### src/rtl/dpoll_pkg.sv
package dpoll_pkg;
  localparam int DW       = 8;
  localparam int STAT_BIT = 7;   // completion status bit
  localparam int TMO_BIT  = 5;   // time-limit flag bit

  typedef enum logic [1:0] {
    ST_IDLE,
    ST_POLL,
    ST_RECHK,
    ST_VERIFY
  } st_t;

  typedef enum logic [1:0] {
    VD_MATCH,   // status bit equals wanted value
    VD_WAIT,    // mismatch, no time-limit flag
    VD_TMO      // mismatch with time-limit flag
  } vd_t;

  // Wanted status bit: an erase always ends with ones.
  function automatic logic want_bit(input logic erase, input logic [DW-1:0] exp);
    return erase ? 1'b1 : exp[STAT_BIT];
  endfunction

  function automatic vd_t classify(input logic [DW-1:0] d, input logic want);
    if (d[STAT_BIT] == want) return VD_MATCH;
    else if (d[TMO_BIT])     return VD_TMO;
    else                     return VD_WAIT;
  endfunction
endpackage

### src/rtl/dpoll_eval.sv
module dpoll_eval
  import dpoll_pkg::*;
(
  input  logic [DW-1:0] data,
  input  logic          want,
  output vd_t           vd
);
  always_comb vd = classify(data, want);
endmodule

### src/rtl/dpoll_cnt.sv
module dpoll_cnt #(
  parameter int LIMIT = 1024,
  localparam int CW   = $clog2(LIMIT + 1)
) (
  input  logic clk,
  input  logic rst_n,
  input  logic clr,
  input  logic inc,
  output logic last   // the next increment reaches LIMIT
);
  logic [CW-1:0] cnt;

  always_ff @(posedge clk) begin
    if (!rst_n || clr) cnt <= '0;
    else if (inc)      cnt <= cnt + 1'b1;
  end

  assign last = (cnt == CW'(LIMIT - 1));
endmodule

### src/rtl/dpoll_ctrl.sv
module dpoll_ctrl
  import dpoll_pkg::*;
#(
  parameter int AW        = 19,
  parameter int MAX_POLLS = 4096
) (
  input  logic          clk,
  input  logic          rst_n,
  input  logic          start,
  input  logic          erase,
  input  logic [DW-1:0] exp_data,
  input  logic [AW-1:0] addr,
  output logic          rd_req,
  output logic [AW-1:0] rd_addr,
  input  logic          rd_ack,
  input  logic [DW-1:0] rd_data,
  output logic          busy,
  output logic          done,
  output logic          pass,
  output logic          fail,
  output logic [DW-1:0] vdata
);
  st_t           st;
  logic [AW-1:0] addr_q;
  logic          want_q;
  vd_t           vd;
  logic          lim_last;

  // named internal events
  logic start_acc, poll_ev, tmo_ev, go_verify, fin_pass_ev, fin_fail_ev, fin_ev;

  dpoll_eval u_eval (.data(rd_data), .want(want_q), .vd(vd));

  dpoll_cnt #(.LIMIT(MAX_POLLS)) u_cnt (
    .clk(clk), .rst_n(rst_n), .clr(start_acc), .inc(poll_ev), .last(lim_last)
  );

  always_comb begin
    start_acc   = start && (st == ST_IDLE);
    poll_ev     = (st == ST_POLL) && rd_ack;
    tmo_ev      = poll_ev && (vd == VD_TMO);
    go_verify   = ((st == ST_POLL) || (st == ST_RECHK)) && rd_ack && (vd == VD_MATCH);
    fin_pass_ev = (st == ST_VERIFY) && rd_ack;
    fin_fail_ev = ((st == ST_RECHK) && rd_ack && (vd != VD_MATCH))
               || (poll_ev && (vd == VD_WAIT) && lim_last);
    fin_ev      = fin_pass_ev || fin_fail_ev;
  end

  always_ff @(posedge clk) begin
    if (!rst_n) begin
      st     <= ST_IDLE;
      addr_q <= '0;
      want_q <= 1'b0;
      done   <= 1'b0;
      pass   <= 1'b0;
      fail   <= 1'b0;
      vdata  <= '0;
    end else begin
      done <= fin_ev;
      if (start_acc) begin
        st     <= ST_POLL;
        addr_q <= addr;
        want_q <= want_bit(erase, exp_data);
        pass   <= 1'b0;
        fail   <= 1'b0;
        vdata  <= '0;
      end else if (fin_pass_ev) begin
        st    <= ST_IDLE;
        pass  <= 1'b1;
        vdata <= rd_data;
      end else if (fin_fail_ev) begin
        st   <= ST_IDLE;
        fail <= 1'b1;
      end else if (go_verify) begin
        st <= ST_VERIFY;
      end else if (tmo_ev) begin
        st <= ST_RECHK;
      end
    end
  end

  assign rd_req  = (st != ST_IDLE);
  assign busy    = (st != ST_IDLE);
  assign rd_addr = addr_q;
endmodule

### config.mk
export PLATFORM = sky130hd
export DESIGN_NAME = dpoll_ctrl
export DESIGN_NICKNAME = d
export VERILOG_FILES = /design/src/rtl/dpoll_pkg.sv /design/src/rtl/dpoll_eval.sv /design/src/rtl/dpoll_cnt.sv /design/src/rtl/dpoll_ctrl.sv
export SDC_FILE = /design/constraint.sdc
export NUM_CORES = 1
export LEC_CHECK = 0
export CAP_MARGIN = 20
export CORE_MARGIN = 2
export CORE_UTILIZATION = 60
export CTS_CLUSTER_DIAMETER = 100
export DETAILED_ROUTE_END_ITERATION = 12
export DONT_BUFFER_PORTS = 1
export PLACE_DENSITY = 0.87
export REMOVE_ABC_BUFFERS = 1
export SYNTH_ARGS = -nofsm -noshare
export SYNTH_HDL_FRONTEND = slang
export SYNTH_SLANG_ARGS = --single-unit
### constraint.sdc
create_clock -name clk -period 4.8 [get_ports clk]
set_input_delay 0.48 -clock clk [delete_from_list [all_inputs] [get_ports clk]]
set_output_delay 0.48 -clock clk [all_outputs]
set_load 0.02 [all_outputs]
==> results of run 1 <==
-- area by class of cell --
type                    instances  area (um2)  area share [%]
multi-input cells             163         845            44.8
flip-flops and latches         46         921            48.9
clock buffers                   5        37.5            1.99
well taps                      33        41.3            2.19
inverters                       8        30.0            1.59
clock inverters                 2        10.0           0.531
-- synthesized netlist by cell type, drive strengths merged --
library cell	count	share of area, %
nand2	64	13
dfxtp	46	50
a21oi	33	9.0
nor2	14	2.9
clkbuf	10	2.0
inv	8	1.6
xnor2	7	3.3
nand3	6	1.9
ha	5	3.4
nor3	5	1.4
o21ai	5	1.4
or3	4	1.4
and2	3	1.0
xor2	3	1.4
and3	2	0.75
nand4	2	0.68
nor4	2	1.0
a211oi	1	0.41
a21o	1	0.41
a22o	1	0.48
a31oi	1	0.34
a41oi	1	0.48
buf	1	0.41
nor3b	1	0.41
nor4b	1	0.48
o22ai	1	0.34
-- final timing paths --
kind                startpoint            to  slack, ns  cells past startpoint
setup / recovery         st[0]         st[1]       2.44                      5
hold / removal      rd_data[6]      vdata[6]       0.25                      2
setup reg to reg         st[0]         st[1]       2.44                      5
hold reg to reg   u_cnt.cnt[1]  u_cnt.cnt[1]       0.50                      2
-- metrics by stage --
step,power [W],util (%)
6_report,0.000744,63.3
5_1_grt,0.000788,63.3
4_1_cts,0.000754,63.3
3_5_place_dp,0.000590,61.7
3_3_place_gp,0.000586,61.7
2_1_floorplan,0.000561,-
-- critical path, stage by stage, from the launching register on --
cell and delay, ns:
dfxtp_1 0.39, inv_1 0.10, ha_1 0.23, nand2_1 0.53, nand2_1 0.63, a211oi_1 0.38
-- registers in the layout, indices dropped and copies added, names as in the netlist --
register	flops
done	1
fail	1
pass	1
rd_addr	19
st	2
u_cnt.cnt	13
vdata	8
want_q	1
-- per-layer routing --
metal  wire, um  track usage [%]  vias up
met4         48             7.79        0
li1           -                -      745
met3        246             8.73        5
met2       1560             30.6       48
met5          0                0        -
met1       1390             23.6      644
-- cells by family after synthesis --
group	count (synthesis)	synth area share (%)
flops	46	50.0
compound gates	44	12.8
xor+xnor	10	4.76
simple gates	104	24.9
fa+ha+maj	5	3.40
buf+inv	19	4.08
-- power groups by stage --
stage / sequential, W / combinational [W] / clock [W]
after global placement: 0.000462 / 0.000124 / 0
after detailed placement: 0.000463 / 0.000127 / 0
final: 0.000454 / 0.000126 / 0.000164
after CTS: 0.000454 / 0.000127 / 0.000172
after global routing: 0.000459 / 0.000144 / 0.000185
after floorplan: 0.000458 / 0.000103 / 0
==> results by group, run 1 <==
Place
  • Gpl congestion: 0.764
  • Placed Cells: 250
  • Dpl hpwl: 2360 um
  • # port buffers: 0
  • Place WS: 2.43 ns
  • Cell Area, Placed: 1840 um2

STA
  • Total Negative Setup Slacks: 0 ns
  • Fmax: 423 MHz
  • Post-layout min period: 2.36 ns
  • Max-slew violations: 0
  • RSZ-0062 raised after global routing: false
  • Layout Skew: 0.00755 ns
  • Final hold slack: 0.252 ns
  • Endpoints failing setup: 0
  • Final-report hold violation count: 0
  • Relative slew slack: 49.3%
  • Tcrit/Tclk final: 49.3%
  • Final worst slack: 2.44 ns
  • Tightest Pin Transition: 0.758 ns

Min path
  • HP Class: input port to flop

Floorplan
  • IO Count: 72
  • Die Y-Extent: 59.4 um
  • Starting Density: 61.8%
  • Die width: 59.4 um
  • Core area: 2980 um2
  • Placement row count: 20
  • Die Area: 3530 um2

GRT
  • First-pass GRT wire length: 5210 um
  • Initial antenna violation count: 0
  • Grt ovf: 0
  • Vias in the first global route: 1209
  • Largest net degree at the start of global routing: 25
  • Gr usage total: 19.6%

Logic synthesis
  • Mapped Area: 1840 um2
  • Sequential area share after synthesis: 50.0%
  • Post-synthesis register bit count: 46
  • Syn Inst Count: 228
  • Synth warn: 0
  • Average size of a mapped cell: 8.07 um2
  • Unique masters post-synth: 30

Route
  • Vias/cell: 5.61
  • Routed WL: 3250 um
  • Final ANT Viol Nets: 0
  • Detailed Route Iter0 Violations: 70
  • Residual DRC: 0
  • Vias: 1442
  • Pre-antenna DRT Iters: 4
  • Post-DR wirelength/cell: 12.6 um

Power
  • Static leakage: 0.653 nW
  • Switching pwr: 0.000244 W
  • Power share of the clock group: 22.0%
  • Net Sw Frac: 32.7%
  • Logic pwr share: 17.0%
  • Cell Int Power: 0.000500 W
  • VDD IR max: 228 uV
  • Flop pwr share: 61.0%
  • Pwr/cell area: 395 nW/um2

Clock tree
  • Post-CTS Setup Inserts: 0
  • PostCTS Resize Cnt: 0
  • H-tree level count: 2
  • # hold bufs at CTS: 0
  • Worst-skew pair later-pin latency: 0.34 ns
  • CTS Buf Count: 5
  • CTS Root Cell: clkbuf_4
  • CTS Buffer Depth: 2
  • Clock sinks: 46
  • CTS clk-pin slew, worst paths: 0.12 ns
  • CTS tree: yes

Setup path
  • Crit path kind: flop to flop
  • Worst EP arrival: 2.61 ns
  • Crit path launch type: flop
  • CP endpoint kind: flop
  • Critical Path Fanout Max: 24
  • CP Data Required Time: 5.04 ns

Run
  • Max-Cap Viols: 0

Finish
  • Layout area overhead: 2.38%
  • Highest-count cells in the layout ignoring fill and taps: nand2_1 (64), dfxtp_1 (46), a21oi_1 (33), nor2_1 (14), inv_1 (8)
  • Finished Cell Area: 1880 um2
  • Total Nets Final: 269
  • Most common cell after layout, fill and taps aside: nand2_1
  • Final Non-Filler Cells: 257
  • Inserted Diodes: 0
  • Fill count: 252
  • Layout cell share with drive strength beyond 1: 4.91%

Outcome
  • Outcome: finished, final reports clean
(Power assumes the default switching activity.)
==> run 2: changes to the inputs <==
==> constraint.sdc (replaced) <==
create_clock -name clk -period 2.3 [get_ports clk]
set_input_delay 0.23 -clock clk [delete_from_list [all_inputs] [get_ports clk]]
set_output_delay 0.23 -clock clk [all_outputs]
set_load 0.02 [all_outputs]
==> results by group, run 2 (synthesized netlist as in run 1, its figures left out) <==
STA
  • Final-report hold violation count: 0 (unchanged)
  • Tcrit/Tclk final: 80.5% (was 49.3%)
  • Final hold slack: 0.0221 ns (was 0.252 ns)
  • Fmax: 540 MHz (was 423 MHz)
  • Layout Skew: 0.00933 ns (was 0.00755 ns)
  • Total Negative Setup Slacks: 0 ns (unchanged)
  • Post-layout min period: 1.85 ns (was 2.36 ns)
  • Relative slew slack: 57.3% (was 49.3%)
  • Endpoints failing setup: 0 (unchanged)
  • Max-slew violations: 0 (unchanged)
  • Final worst slack: 0.448 ns (was 2.44 ns)
  • RSZ-0062 raised after global routing: false (unchanged)
  • Tightest Pin Transition: 0.641 ns (was 0.758 ns)

Floorplan
  • Placement row count: 20 (unchanged)
  • Die width: 59.4 um (unchanged)
  • Starting Density: 61.8% (unchanged)
  • Core area: 2980 um2 (unchanged)
  • IO Count: 72 (unchanged)
  • Die Area: 3530 um2 (unchanged)
  • Die Y-Extent: 59.4 um (unchanged)

Setup path
  • Worst R2R End: st[0] (was st[1])
  • CP Data Required Time: 2.52 ns (was 5.04 ns)
  • CP endpoint kind: flop (unchanged)
  • Worst r2r src: st[1] (was st[0])
  • Critical Path Fanout Max: 7 (was 24)
  • Flop-to-flop setup slack: 0.45 ns (was 2.44 ns)
  • Worst EP arrival: 2.07 ns (was 2.61 ns)
  • R2r worst-path depth: 6 (was 5)
  • Crit path kind: flop to flop (unchanged)
  • Crit path launch type: flop (unchanged)

Min path
  • WHS Endpoint: rd_addr[3] (was vdata[6])
  • Hold Path Depth: 2 (unchanged)
  • Hold Startpoint: addr[3] (was rd_data[6])
  • HP Class: input port to flop (unchanged)

Clock tree
  • Clock sinks: 46 (unchanged)
  • H-tree level count: 2 (unchanged)
  • PostCTS Resize Cnt: 0 (unchanged)
  • Worst-skew pair later-pin latency: 0.35 ns (was 0.34 ns)
  • # hold bufs at CTS: 22 (was 0)
  • Post-CTS Setup Inserts: 0 (unchanged)
  • CTS Buffer Depth: 2 (unchanged)
  • CTS tree: yes (unchanged)
  • CTS Root Cell: clkbuf_4 (unchanged)
  • CTS clk-pin slew, worst paths: 0.11 ns (was 0.12 ns)
  • CTS Buf Count: 5 (unchanged)

Finish
  • Most common cell after layout, fill and taps aside: nand2_1 (unchanged)
  • Largest register FFs: 19 (unchanged)
  • Layout area overhead: 16.2% (was 2.38%)
  • Layout cell share with drive strength beyond 1: 5.20% (was 4.91%)
  • Inserted Diodes: 0 (unchanged)
  • Total Nets Final: 295 (was 269)
  • Highest-count cells in the layout ignoring fill and taps: nand2_1 (64), dfxtp_1 (46), a21oi_1 (33), dlygate4sd3_1 (24), nor2_1 (14) (was nand2_1 (64), dfxtp_1 (46), a21oi_1 (33), nor2_1 (14), inv_1 (8))

GRT
  • First-pass GRT wire length: 5960 um (was 5210 um)
  • Grt ovf: 0 (unchanged)
  • Initial antenna violation count: 0 (unchanged)
  • Largest net degree at the start of global routing: 22 (was 25)
  • Gr usage total: 22.9% (was 19.6%)
  • Vias in the first global route: 1482 (was 1209)

Place
  • Gpl congestion: 0.794 (was 0.764)
  • Place WS: 0.428 ns (was 2.43 ns)
  • # port buffers: 0 (unchanged)
  • Dpl hpwl: 2460 um (was 2360 um)

Route
  • Final ANT Viol Nets: 0 (unchanged)
  • Routed wl met3: 344 um (was 246 um)
  • WL met1: 1630 um (was 1390 um)
  • Post-DR wirelength/cell: 13.8 um (was 12.6 um)
  • Detailed Route Iter0 Violations: 105 (was 70)
  • Residual DRC: 0 (unchanged)
  • Top layer reached by signal wires: met4 (unchanged)
  • Routed WL: 3920 um (was 3250 um)
  • Pre-antenna DRT Iters: 4 (unchanged)
  • Vias/cell: 5.69 (was 5.61)
  • Vias: 1610 (was 1442)
  • Met2 Wirelength: 1860 um (was 1560 um)

Power
  • Static leakage: 0.763 nW (was 0.653 nW)
  • VDD IR max: 402 uV (was 228 uV)
  • Pwr/cell area: 748 nW/um2 (was 395 nW/um2)

Run
  • Max-Cap Viols: 0 (unchanged)

Outcome
  • Outcome: finished, final reports clean (unchanged)
-- run 2: worst max-delay path by stage --
stage / startpoint / endpoint / slack (ns)
floorplan: st[0] / st[1] / 0.51
global placement: st[1] / st[0] / 0.46
detailed placement: st[1] / st[0] / 0.43
CTS: st[1] / st[0] / 0.43
global route: st[1] / st[0] / 0.25
finish: st[1] / st[0] / 0.45
-- run 2: area by class of cell --
class	instances	area, um2
Clock inverter	2	10.0
Multi-Input combinational cell	163	845
Timing Repair Buffer	26	255
Tap cell	33	41.3
Sequential cell	46	921
Clock buffer	5	37.5
Fill cell	211	838
Inverter	8	30.0
-- run 2: power by group --
part,internal (W),switching [W]
Clock,0.000110,0.000233
Combinational,0.000113,0.000196
Sequential,0.000856,0.0000930
-- run 2: critical path, cell delays in order (launching register included) --
cell     delay [ns]
dfxtp_1        0.34
inv_1          0.10
ha_1           0.30
nand4_1        0.27
nor4_2         0.39
a22o_1         0.24
o22ai_1        0.09
-- run 2: through the flow --
step	instances	total power (W)	cell area (um2)	util (%)
3_3_place_gp	252	0.00123	1850	62.2
3_5_place_dp	252	0.00124	1850	62.2
5_1_grt	283	0.00169	2140	71.8
4_1_cts	281	0.00161	2120	71.2
6_report	283	0.00160	2140	71.8
2_1_floorplan	217	0.00117	1800	-
-- run 2: layer usage --
metal  up-vias  global-route usage, %
met5         -                      0
met4         0                   12.0
met3         8                   7.21
met2        60                   40.2
met1       743                   24.1
li1        799                      -
==> run 3: changes to the inputs <==
--- a/config.mk
+++ b/config.mk
@@ -5,6 +5,7 @@
 export SDC_FILE = /design/constraint.sdc
 export NUM_CORES = 1
 export LEC_CHECK = 0
+export ABC_AREA = 1
 export CAP_MARGIN = 20
 export CORE_MARGIN = 2
 export CORE_UTILIZATION = 60
==> constraint.sdc (replaced) <==
create_clock -name clk -period 1.8 [get_ports clk]
set_input_delay 0.18 -clock clk [delete_from_list [all_inputs] [get_ports clk]]
set_output_delay 0.18 -clock clk [all_outputs]
set_load 0.02 [all_outputs]
==> results by group, run 3 <==
Outcome
  • Outcome: finished, final reports clean (unchanged)

Power
  • VDD IR max: 810 uV (was 402 uV)
  • Static leakage: 0.904 nW (was 0.763 nW)
  • Pwr/cell area: 913 nW/um2 (was 748 nW/um2)
  • Total power: 0.00206 W (was 0.00160 W)

Route
  • Vias: 1769 (was 1610)
  • Detailed Route Iter0 Violations: 111 (was 105)
  • Residual DRC: 0 (unchanged)
  • Top layer reached by signal wires: met4 (unchanged)
  • Routed wl met3: 349 um (was 344 um)
  • Post-DR wirelength/cell: 16.0 um (was 13.8 um)
  • Met2 Wirelength: 2650 um (was 1860 um)
  • Routed WL: 5140 um (was 3920 um)
  • Pre-antenna DRT Iters: 7 (was 4)
  • Vias/cell: 5.49 (was 5.69)
  • Final ANT Viol Nets: 0 (unchanged)
  • WL met1: 1870 um (was 1630 um)

Setup path
  • Crit path kind: flop to flop (unchanged)
  • R2r worst-path depth: 9 (was 6)
  • Worst R2R End: fail (was st[0])
  • Worst r2r src: u_cnt.cnt[0] (was st[1])
  • Crit path launch type: flop (unchanged)
  • Worst path cell trace: ha_1, inv_1, nor2_2, nand2_2, nor2_2, nand2_1, nand2_1, a21oi_1, nor2_1 (was inv_1, ha_1, nand4_1, nor4_2, a22o_1, o22ai_1)
  • Slowest library cell on the worst path: dfxtp_1 (was nor4_2)
  • Critical Path Source: u_cnt.cnt[0] (was st[1])
  • Max incr delay on CP: 0.47 ns (was 0.39 ns)
  • Critical Path Fanout Max: 4 (was 7)
  • Flop-to-flop setup slack: 0.11 ns (was 0.45 ns)
  • Worst EP arrival: 2.00 ns (was 2.07 ns)
  • CP endpoint kind: flop (unchanged)
  • CP Data Required Time: 2.10 ns (was 2.52 ns)

Min path
  • Hold Path Depth: 2 (unchanged)
  • Hold Startpoint: addr[10] (was addr[3])
  • HP Class: input port to flop (unchanged)
  • WHS Endpoint: rd_addr[10] (was rd_addr[3])

Clock tree
  • H-tree level count: 2 (unchanged)
  • CTS Root Cell: clkbuf_4 (unchanged)
  • Post-CTS Setup Inserts: 0 (unchanged)
  • CTS tree: yes (unchanged)
  • CTS clk-pin slew, worst paths: 0.13 ns (was 0.11 ns)
  • Worst-skew pair later-pin latency: 0.37 ns (was 0.35 ns)
  • Clock sinks: 46 (unchanged)
  • CTS Buf Count: 5 (unchanged)
  • CTS Buffer Depth: 2 (unchanged)

Logic synthesis
  • Count leader, synth: nor2_1 (was nand2_1)
  • Fraction of registers with async set/reset: 0% (unchanged)
  • Yosys top cell by area: dfxtp_1 (unchanged)
  • Average size of a mapped cell: 7.55 um2 (was 8.07 um2)
  • Syn Inst Count: 250 (was 228)
  • Sequential area share after synthesis: 48.8% (was 50.0%)
  • Top cell type's share of synthesized area: 48.8% (was 50.0%)
  • Unique masters post-synth: 24 (was 30)
  • Post-synth EDFFs: 0 (unchanged)
  • Synth top area cells: dfxtp_1 (49%), nor2_1 (11%), nand2_1 (9.3%) (was dfxtp_1 (50%), nand2_1 (13%), a21oi_1 (9.0%))
  • Post-synthesis register bit count: 46 (unchanged)
  • Ys flop type: dfxtp_1 (unchanged)
  • Synth warn: 0 (unchanged)
  • Mapped Area: 1890 um2 (was 1840 um2)
  • Post-synth top cells: nor2_1 (55), nand2_1 (47), dfxtp_1 (46) (was nand2_1 (64), dfxtp_1 (46), a21oi_1 (33))

Run
  • Max-Cap Viols: 0 (unchanged)

GRT
  • Vias in the first global route: 1749 (was 1482)
  • Grt ovf: 0 (unchanged)
  • Largest net degree at the start of global routing: 23 (was 22)
  • Initial antenna violation count: 0 (unchanged)
  • Gr usage total: 30.3% (was 22.9%)
  • First-pass GRT wire length: 7910 um (was 5960 um)

Floorplan
  • Die width: 60.1 um (was 59.4 um)
  • Core area: 3030 um2 (was 2980 um2)
  • Placement row count: 20 (unchanged)
  • Starting Density: 62.4% (was 61.8%)
  • IO Count: 72 (unchanged)
  • Die Area: 3610 um2 (was 3530 um2)
  • Die Y-Extent: 60.1 um (was 59.4 um)

STA
  • Relative slew slack: 61.9% (was 57.3%)
  • Endpoints failing setup: 0 (unchanged)
  • Final worst slack: 0.105 ns (was 0.448 ns)
  • RSZ-0062 raised after global routing: false (unchanged)
  • Fmax: 590 MHz (was 540 MHz)
  • Post-layout min period: 1.69 ns (was 1.85 ns)
  • Tcrit/Tclk final: 94.1% (was 80.5%)
  • Tightest Pin Transition: 0.570 ns (was 0.641 ns)
  • Final-report hold violation count: 0 (unchanged)
  • Layout Skew: 0.0181 ns (was 0.00933 ns)
  • Max-slew violations: 0 (unchanged)

Finish
  • Inserted Diodes: 0 (unchanged)
  • Layout area overhead: 19.6% (was 16.2%)
  • Total Nets Final: 322 (was 295)
  • Fill count: 187 (was 211)
  • Highest-count cells in the layout ignoring fill and taps: nor2_1 (55), nand2_1 (47), dfxtp_1 (45), o21ai_0 (25), dlygate4sd3_1 (24) (was nand2_1 (64), dfxtp_1 (46), a21oi_1 (33), dlygate4sd3_1 (24), nor2_1 (14))
  • Most common cell after layout, fill and taps aside: nor2_1 (was nand2_1)
  • Post-layout util: 74.6% (was 71.8%)
  • Layout cell share with drive strength beyond 1: 8.63% (was 5.20%)
  • Largest register FFs: 19 (unchanged)

Place
  • Place WS: 0.281 ns (was 0.428 ns)
  • Gpl congestion: 0.807 (was 0.794)
  • # port buffers: 0 (unchanged)
  • Dpl hpwl: 2670 um (was 2460 um)
-- run 3: cell count changes in the layout (fill, tap and decap cells not counted), moves of 4 or more --
cell and delta:
inv_1 +9, nor2_1 +41, nand2_1 -17, xnor2_1 -7
nor2_2 +4, a21oi_1 -15, o21ai_0 +20
-- run 3: logic make-up (layout without fill, tap and decap cells) --
group                      after synthesis  after routing  synth area share (%)
AOI/OAI and AO/OA                       44             44                  11.8
and+or+nand+nor                        125            125                  28.8
xor gates and xnor gates                 3              3                  1.39
adders and majority gates                5              5                  3.31
DFF                                     46             46                  48.8
buffers and inverters                   27             55                  5.90
-- run 3: worst max path at each step --
stage / to
floorplan: u_cnt.cnt[1]
global route: fail
finish: fail
CTS: busy
global placement: fail
detailed placement: fail
-- run 3: final cells by class --
type	instances	area [um2]	area share [%]
Sequential cell	46	922	40.8
Multi-Input combinational cell	177	856	37.9
Timing Repair Buffer	29	278	12.3
Inverter	18	68.8	3.05
Tap cell	44	55.1	2.44
Clock buffer	6	41.3	1.83
Clock inverter	2	37.5	1.66
-- run 3: report_power, final --
group	switching (W)	internal, W
Clock	0.000327	0.000293
Sequential	0.000102	0.00107
Combinational	0.000162	0.000103
-- run 3: worst max-delay path: cells and delay by family (launching register included) --
kind / cells / cell delay, ns
compound gates: 1 / 0.08
fa+ha+maj: 1 / 0.23
buf+inv: 1 / 0.07
flops: 1 / 0.47
simple gates: 6 / 0.79
-- run 3: timing repair --
action | in CTS | in global routing
endpoints found under the setup margin | 0 | 1
hold buffers | 24 | 0
hold endpoints to repair | 27 | 0
resized for setup | 0 | 1
-- run 3: per-stage QoR --
stage	hold WS, ns	instance area (um2)	instances	TNS [ns]
after floorplan	0.278	1850	241	-1.06
after global placement	0.286	1940	290	0
after detailed placement	0.299	1940	290	0
after CTS	0.00481	2260	322	0
after global routing	0.0175	2260	322	0
final	0.00743	2260	322	0
-- run 3: metal layers --
layer / global-route usage, % / vias to the layer above
met5: 0 / -
met4: 17.1 / 0
met3: 7.79 / 32
met2: 52.8 / 87
met1: 32.9 / 805
li1: - / 845
